<file path="src/rtl/stack_core_pkg.sv">
package stack_core_pkg;

  localparam logic [3:0] OP_LOAD  = 4'd1;
  localparam logic [3:0] OP_STORE = 4'd2;
  localparam logic [3:0] OP_ADD   = 4'd3;
  localparam logic [3:0] OP_SUB   = 4'd4;
  localparam logic [3:0] OP_MUL   = 4'd5;
  localparam logic [3:0] OP_DUP   = 4'd6;
  localparam logic [3:0] OP_HALT  = 4'd15;

  typedef enum logic [1:0] {
    SRC_MEM = 2'd0,
    SRC_ALU = 2'd1,
    SRC_TOP = 2'd2
  } pushSrc_e;

  typedef enum logic [1:0] {
    ALU_ADD = 2'd0,
    ALU_SUB = 2'd1,
    ALU_MUL = 2'd2
  } aluOp_e;

  // Strobes from control to datapath for one executed instruction.
  typedef struct packed {
    logic     pushEn;   // write one entry after the pops
    logic [1:0] popCnt; // entries actually removed (never more than held)
    pushSrc_e pushSrc;
    aluOp_e   aluOp;
    logic     memWr;    // write popped top (or zero) to data memory
    logic     pcAdv;
    logic     setHalt;
    logic     setOvf;
    logic     setUdf;
  } ctrl_t;

endpackage

</file>
<file path="src/rtl/stack_ctrl.sv">
module stack_ctrl
  import stack_core_pkg::*;
#(
  parameter int DEPTH   = 8,
  parameter int DEPTH_W = $clog2(DEPTH + 1)
) (
  input  logic [3:0]         opcode,
  input  logic [DEPTH_W-1:0] depth,
  input  logic               run,
  input  logic               halted,
  output ctrl_t              strb
);

  localparam logic [DEPTH_W-1:0] FULL = DEPTH_W'(DEPTH);
  localparam logic [DEPTH_W-1:0] TWO  = DEPTH_W'(2);

  logic isEmpty, isFull, hasTwo;

  assign isEmpty = (depth == '0);
  assign isFull  = (depth == FULL);
  assign hasTwo  = (depth >= TWO);

  always_comb begin
    strb = '0;
    strb.pushSrc = SRC_MEM;
    strb.aluOp   = ALU_ADD;
    if (run && !halted) begin
      strb.pcAdv = 1'b1;
      unique case (opcode)
        OP_LOAD: begin
          strb.pushSrc = SRC_MEM;
          if (isFull) strb.setOvf = 1'b1;
          else        strb.pushEn = 1'b1;
        end
        OP_STORE: begin
          strb.memWr = 1'b1;
          if (isEmpty) strb.setUdf = 1'b1;
          else         strb.popCnt = 2'd1;
        end
        OP_ADD, OP_SUB, OP_MUL: begin
          strb.pushSrc = SRC_ALU;
          strb.aluOp   = (opcode == OP_ADD) ? ALU_ADD :
                         (opcode == OP_SUB) ? ALU_SUB : ALU_MUL;
          strb.pushEn  = 1'b1;
          if (hasTwo) begin
            strb.popCnt = 2'd2;
          end else begin
            strb.setUdf = 1'b1;
            strb.popCnt = isEmpty ? 2'd0 : 2'd1;
          end
        end
        OP_DUP: begin
          strb.pushSrc = SRC_TOP;
          if (isFull) begin
            strb.setOvf = 1'b1;
          end else begin
            strb.pushEn = 1'b1;
            if (isEmpty) strb.setUdf = 1'b1;
          end
        end
        OP_HALT: begin
          strb.pcAdv   = 1'b0;
          strb.setHalt = 1'b1;
        end
        default: ;
      endcase
    end
  end

endmodule

</file>
<file path="src/rtl/stack_datapath.sv">
module stack_datapath
  import stack_core_pkg::*;
#(
  parameter int DATA_W  = 32,
  parameter int DEPTH   = 8,
  parameter int ADDR_W  = 12,
  parameter int IMEM_AW = 5,
  parameter int DMEM_AW = 5,
  parameter int DEPTH_W = $clog2(DEPTH + 1)
) (
  input  logic               clk,
  input  logic               rst,
  input  ctrl_t              strb,
  input  logic               plWrInstr,
  input  logic               plWrData,
  input  logic [ADDR_W-1:0]  plAddr,
  input  logic [DATA_W-1:0]  plData,
  output logic [3:0]         opcode,
  output logic [DEPTH_W-1:0] depth,
  output logic [DATA_W-1:0]  tos,
  output logic               overflow,
  output logic               underflow,
  output logic               halted
);

  localparam int INSTR_W = ADDR_W + 4;
  localparam int IMEM_N  = 1 << IMEM_AW;
  localparam int DMEM_N  = 1 << DMEM_AW;
  localparam int IDX_W   = $clog2(DEPTH);

  logic [IMEM_AW-1:0] pc;
  logic [INSTR_W-1:0] imem [IMEM_N];
  logic [DATA_W-1:0]  dmem [DMEM_N];
  logic [DATA_W-1:0]  stk  [DEPTH];

  logic [INSTR_W-1:0] instr;
  logic [ADDR_W-1:0]  addrField;
  logic [DMEM_AW-1:0] memIdx;
  logic [DATA_W-1:0]  memRd, topVal, nextVal, aluRes, pushVal;
  logic [DEPTH_W-1:0] afterPop, newDepth;
  logic [IDX_W-1:0]   wrIdx;

  assign instr     = imem[pc];
  assign opcode    = instr[INSTR_W-1 -: 4];
  assign addrField = instr[ADDR_W-1:0];
  assign memIdx    = addrField[DMEM_AW-1:0];
  assign memRd     = dmem[memIdx];

  // Only the two topmost entries are readable.
  assign topVal  = (depth != '0) ? stk[IDX_W'(depth - DEPTH_W'(1))] : '0;
  assign nextVal = (depth >= DEPTH_W'(2)) ? stk[IDX_W'(depth - DEPTH_W'(2))] : '0;
  assign tos     = topVal;

  always_comb begin
    unique case (strb.aluOp)
      ALU_SUB: aluRes = nextVal - topVal;
      ALU_MUL: aluRes = nextVal * topVal;
      default: aluRes = nextVal + topVal;
    endcase
  end

  always_comb begin
    unique case (strb.pushSrc)
      SRC_ALU: pushVal = aluRes;
      SRC_TOP: pushVal = topVal;
      default: pushVal = memRd;
    endcase
  end

  assign afterPop = depth - DEPTH_W'(strb.popCnt);
  assign wrIdx    = IDX_W'(afterPop);
  assign newDepth = afterPop + DEPTH_W'(strb.pushEn);

  always_ff @(posedge clk) begin
    if (rst) begin
      depth     <= '0;
      pc        <= '0;
      overflow  <= 1'b0;
      underflow <= 1'b0;
      halted    <= 1'b0;
    end else begin
      depth     <= newDepth;
      pc        <= pc + IMEM_AW'(strb.pcAdv);
      overflow  <= overflow | strb.setOvf;
      underflow <= underflow | strb.setUdf;
      halted    <= halted | strb.setHalt;
    end
  end

  always_ff @(posedge clk) begin
    for (int i = 0; i < DEPTH; i++) begin
      if (rst) stk[i] <= '0;
      else if (strb.pushEn && (wrIdx == IDX_W'(i))) stk[i] <= pushVal;
    end
  end

  always_ff @(posedge clk) begin
    if (plWrInstr) imem[plAddr[IMEM_AW-1:0]] <= plData[INSTR_W-1:0];
  end

  always_ff @(posedge clk) begin
    if (plWrData)        dmem[plAddr[DMEM_AW-1:0]] <= plData;
    else if (strb.memWr) dmem[memIdx] <= topVal;
  end

endmodule

</file>
<file path="src/rtl/stack_eval_core.sv">
module stack_eval_core
  import stack_core_pkg::*;
#(
  parameter int DATA_W  = 32,
  parameter int DEPTH   = 8,
  parameter int ADDR_W  = 12,
  parameter int IMEM_AW = 5,
  parameter int DMEM_AW = 5,
  localparam int DEPTH_W = $clog2(DEPTH + 1)
) (
  input  logic               clk,
  input  logic               rst,
  input  logic               run,
  input  logic               plWrInstr,
  input  logic               plWrData,
  input  logic [ADDR_W-1:0]  plAddr,
  input  logic [DATA_W-1:0]  plData,
  output logic [DATA_W-1:0]  tos,
  output logic [DEPTH_W-1:0] depth,
  output logic               overflow,
  output logic               underflow,
  output logic               halted
);

  ctrl_t      strb;
  logic [3:0] opcode;

  stack_ctrl #(.DEPTH(DEPTH), .DEPTH_W(DEPTH_W)) u_ctrl (
    .opcode (opcode),
    .depth  (depth),
    .run    (run),
    .halted (halted),
    .strb   (strb)
  );

  stack_datapath #(
    .DATA_W (DATA_W), .DEPTH (DEPTH), .ADDR_W (ADDR_W),
    .IMEM_AW(IMEM_AW), .DMEM_AW(DMEM_AW), .DEPTH_W(DEPTH_W)
  ) u_dp (
    .clk       (clk),
    .rst       (rst),
    .strb      (strb),
    .plWrInstr (plWrInstr),
    .plWrData  (plWrData),
    .plAddr    (plAddr),
    .plData    (plData),
    .opcode    (opcode),
    .depth     (depth),
    .tos       (tos),
    .overflow  (overflow),
    .underflow (underflow),
    .halted    (halted)
  );

endmodule

</file>
<file path="config.mk">
export PLATFORM = sky130hd
export DESIGN_NAME = stack_eval_core
export DESIGN_NICKNAME = d
export VERILOG_FILES = /design/src/rtl/stack_core_pkg.sv /design/src/rtl/stack_ctrl.sv /design/src/rtl/stack_datapath.sv /design/src/rtl/stack_eval_core.sv
export SDC_FILE = /design/constraint.sdc
export NUM_CORES = 2
export LEC_CHECK = 0
export BUFFER_PORTS_ARGS = -buffer_cell sky130_fd_sc_hd__buf_2
export CAP_MARGIN = 20
export CORE_MARGIN = 10
export CORE_UTILIZATION = 36
export DETAILED_ROUTE_END_ITERATION = 16
export HOLD_SLACK_MARGIN = 0.08
export PLACE_DENSITY = 0.57
export REMOVE_ABC_BUFFERS = 1
export SYNTH_ARGS = -nofsm -noshare
export SYNTH_HDL_FRONTEND = slang
export SYNTH_SLANG_ARGS = --single-unit
</file>
<file path="constraint.sdc">
create_clock -name clk -period 14.7 [get_ports clk]
set_input_delay 0 -clock clk [delete_from_list [all_inputs] [get_ports clk]]
set_output_delay 0 -clock clk [all_outputs]
set_load 0.005 [all_outputs]
</file>
==> summary.md <==
| Metric | Value |
|---|---|
| CORE AREA | `233000 um^2` |
| Placed insts | `9817` |
| Min Tclk post-route | `12.54 ns` |
| Syn_area_per_cell | `12.3 um^2` |
| Ys flop type | `edfxtp_1` |
| Crit-path max FO | `55` |
| WL final | `262 mm` |
| P_leak | `0.0345 uW` |
| Post-synth EDFFs | `1568` |
| DIE AREA | `255000 um^2` |
| Critical Path RT | `15.27 ns` |
| Port bufs | `80` |
| CTS tree | `done` |
| Setup ws final | `2.16 ns` |
| Share of the clock period used by the worst path | `0.853` |
| Critical path's most frequent cell | `fa_1` |
| Initial antenna violation count | `15` |
| Maximum vdd ir drop | `0.131 mV` |
| Num rows | `177` |
| CP Class | `reg2reg` |
| Clock Skews | `0.0628 ns` |
| CP peak stage delay | `1.18 ns` |
| Inserted Clock Buffers | `157` |
| Post-CTS sizing | `0` |
| Starting Density | `0.363` |
| Worst skew pair latency | `0.83 ns` |
| Max_cap viols | `0` |
| Status | `completed` |
| Root Buffer | `clkbuf_16` |
| Final net count | `7521` |
| TNS Setup | `0 ns` |
| Worst hold path stage count | `4` |
| Sink Count | `1580` |
| Least-Margin Pin Slew | `1.41 ns` |
| Filler-free cell count of the finished design | `10200` |
| Levels on crit path | `30` |
| Final setup violation count | `0` |
| Fin area | `94400 um^2` |
| Pin count of the biggest net entering global routing | `160` |
| Worst relative slew slack | `0.0584` |
| Hold Vio Cnt, Final | `0` |
| Chip width | `505 um` |
| RSZ-0062 raised after global routing | `false` |
| Number of warnings issued by yosys | `0` |
| Max Root-Sink Buffers | `3` |
| Register-to-Register Path Depth | `30` |
| Ys async rst share | `0` |
| Syn-to-layout area delta | `11.6%` |
| CP bufs+invs | `6` |
| Number of vias per cell | `5.53` |
| PwrDens | `185 nW/um^2` |
| Die Y | `505 um` |
| Avg WL per Cell | `25.8 um` |
| DRC Markers | `0` |
| Register area share after synthesis | `0.559` |
| Worst slack at placement | `2.27 ns` |
| Count of different cell masters after synthesis | `86` |
| CP delay by family, top | `adder cells` |
| Tot GR Track Use | `0.199` |
| Layout cells sized above 1 | `0.118` |
| Gpl congestion | `0.892` |
| Area after DPL | `88700 um^2` |
| Grt ovf | `0` |
| H-tree Lvls | `4` |
| WP data arrival | `13.10 ns` |
| Endpoint type of the worst setup path | `register` |
| Boundary Pins | `88` |
| Yosys reg bits | `1580` |
| 1st-iter DRT viols | `6259` |
| HPWL Detailed | `157 mm` |
| CP Launch Type | `register` |
| Max Clock Freq | `79.8 MHz` |
| 1st-pass router iterations | `6` |
| CP max stage cell | `ha_4` |
| Synthesized cell area | `84600 um^2` |
| Number of routed nets with antenna violations | `0` |
| Syn Inst Count | `6880` |
| Min-Delay Path Class | `in2reg` |
| Clock transition at path regs | `0.06 ns` |
| Vias | `56200` |
| Slew Limit Fails | `0` |
| Vias in the first global route | `55600` |
| First-pass GRT wire length | `381 mm` |
worst reg2reg max path, delay by kind of cell (launching register included):
kind	cells	cell delay, ns
fa+ha+maj	10	5.12
compound gates	8	2.80
buf+inv	6	1.39
simple gates	3	1.09
flops	1	0.94
mux	2	0.70
xor+xnor	1	0.28
cells in the final DEF (no fill, tap or decap), types with 145 or more instances in the layout:
cell	n
edfxtp_1	1568
nand2_1	1464
nor2_1	526
inv_1	482
fa_1	410
nand3_1	276
mux4_2	195
ha_1	164
clkbuf_16	158
buf_4	147
and3_1	145
state kept, by name (all words and copies together), names as in the netlist:
signal	count
u_dp.underflow	1
u_dp.dmem	1024
u_dp.imem	288
u_dp.stk	256
u_dp.overflow	1
u_dp.pc	5
u_dp.halted	1
u_dp.depth	4
metal layers:
| layer | up-vias | share of wire | GRT usage |
|---|---|---|---|
| met4 | 4 | 0.040 | 0.0733 |
| met5 | - | 0.00010 | 0 |
| met3 | 495 | 0.084 | 0.0303 |
| met2 | 2654 | 0.46 | 0.318 |
| li1 | 24300 | - | - |
| met1 | 28700 | 0.41 | 0.275 |
synth_stat cells (all sizes together), types with 10 or more instances:
cell type | instances | area share
o21bai | 11 | 0.00098
mux4 | 195 | 0.052
nor2 | 559 | 0.025
nand2b | 13 | 0.00096
a211oi | 10 | 0.00089
mux2i | 104 | 0.012
a21o | 36 | 0.0032
dfxtp | 12 | 0.0028
and3 | 145 | 0.011
mux2 | 43 | 0.0057
xor2 | 29 | 0.0030
clkbuf | 232 | 0.010
xnor2 | 119 | 0.012
buf | 200 | 0.014
a31oi | 138 | 0.010
o21a | 10 | 0.00089
and2 | 33 | 0.0024
a21oi | 98 | 0.0058
o211ai | 11 | 0.00098
a22o | 15 | 0.0016
fa | 410 | 0.097
a22oi | 11 | 0.0010
a311oi | 134 | 0.014
edfxtp | 1568 | 0.56
o21ai | 84 | 0.0051
nor3b | 14 | 0.0013
nand2 | 1464 | 0.065
nor2b | 23 | 0.0017
nor3 | 70 | 0.0044
a221oi | 29 | 0.0037
or3 | 11 | 0.00081
inv | 495 | 0.022
o22a | 12 | 0.0012
nand3 | 277 | 0.016
ha | 166 | 0.025
metrics by stage:
stage / hold slack [ns] / power [uW] / util
after floorplan: 0.0716 / 10600 / -
after global placement: 0.300 / 13300 / 0.380
after detailed placement: 0.304 / 13400 / 0.381
after CTS: 0.102 / 17400 / 0.404
after global routing: 0.115 / 18300 / 0.405
final: 0.127 / 17500 / 0.405
report_power, final:
part           switching (uW)  total, uW  internal, uW  leakage, uW
clock network            1760       3970          2210      0.00242
logic                    5570       8350          2770       0.0175
registers                84.0       5150          5070       0.0146
total                    7420      17500         10100       0.0345
worst paths after layout:
check / slack, ns / start / endpoint
worst max-delay path: 2.16 / u_dp.depth[0] / u_dp.stk[4][30]
worst min-delay path: 0.13 / plData[21] / u_dp.dmem[10][21]
worst min register to register: 0.47 / u_dp.underflow / u_dp.underflow
worst max register to register: 2.16 / u_dp.depth[0] / u_dp.stk[4][30]
logic make-up after synthesis:
logic type | share of synthesized area
muxes | 0.0701
AOI/OAI and AO/OA | 0.0552
and+or+nand+nor | 0.131
adders and majority gates | 0.122
xor gates and xnor gates | 0.0156
buffers and inverters | 0.0466
DFF | 0.559
layout make-up:
cell class | instances | area, um^2
fill | 21800 | 139000
sequential | 1580 | 47300
multi-input combinational | 4364 | 33900
clock buffer | 202 | 4100
tap | 3132 | 3920
timing repair buffer | 289 | 2300
inverter | 504 | 1890
clock inverter | 83 | 953
antenna | 2 | 5.00
what timing repair did:
action                    CTS  global route
hold buffers               33             0
hold endpoints to repair  997             0
buffers inserted            0             0
Note: power is estimated with default switching activity, not from simulation.
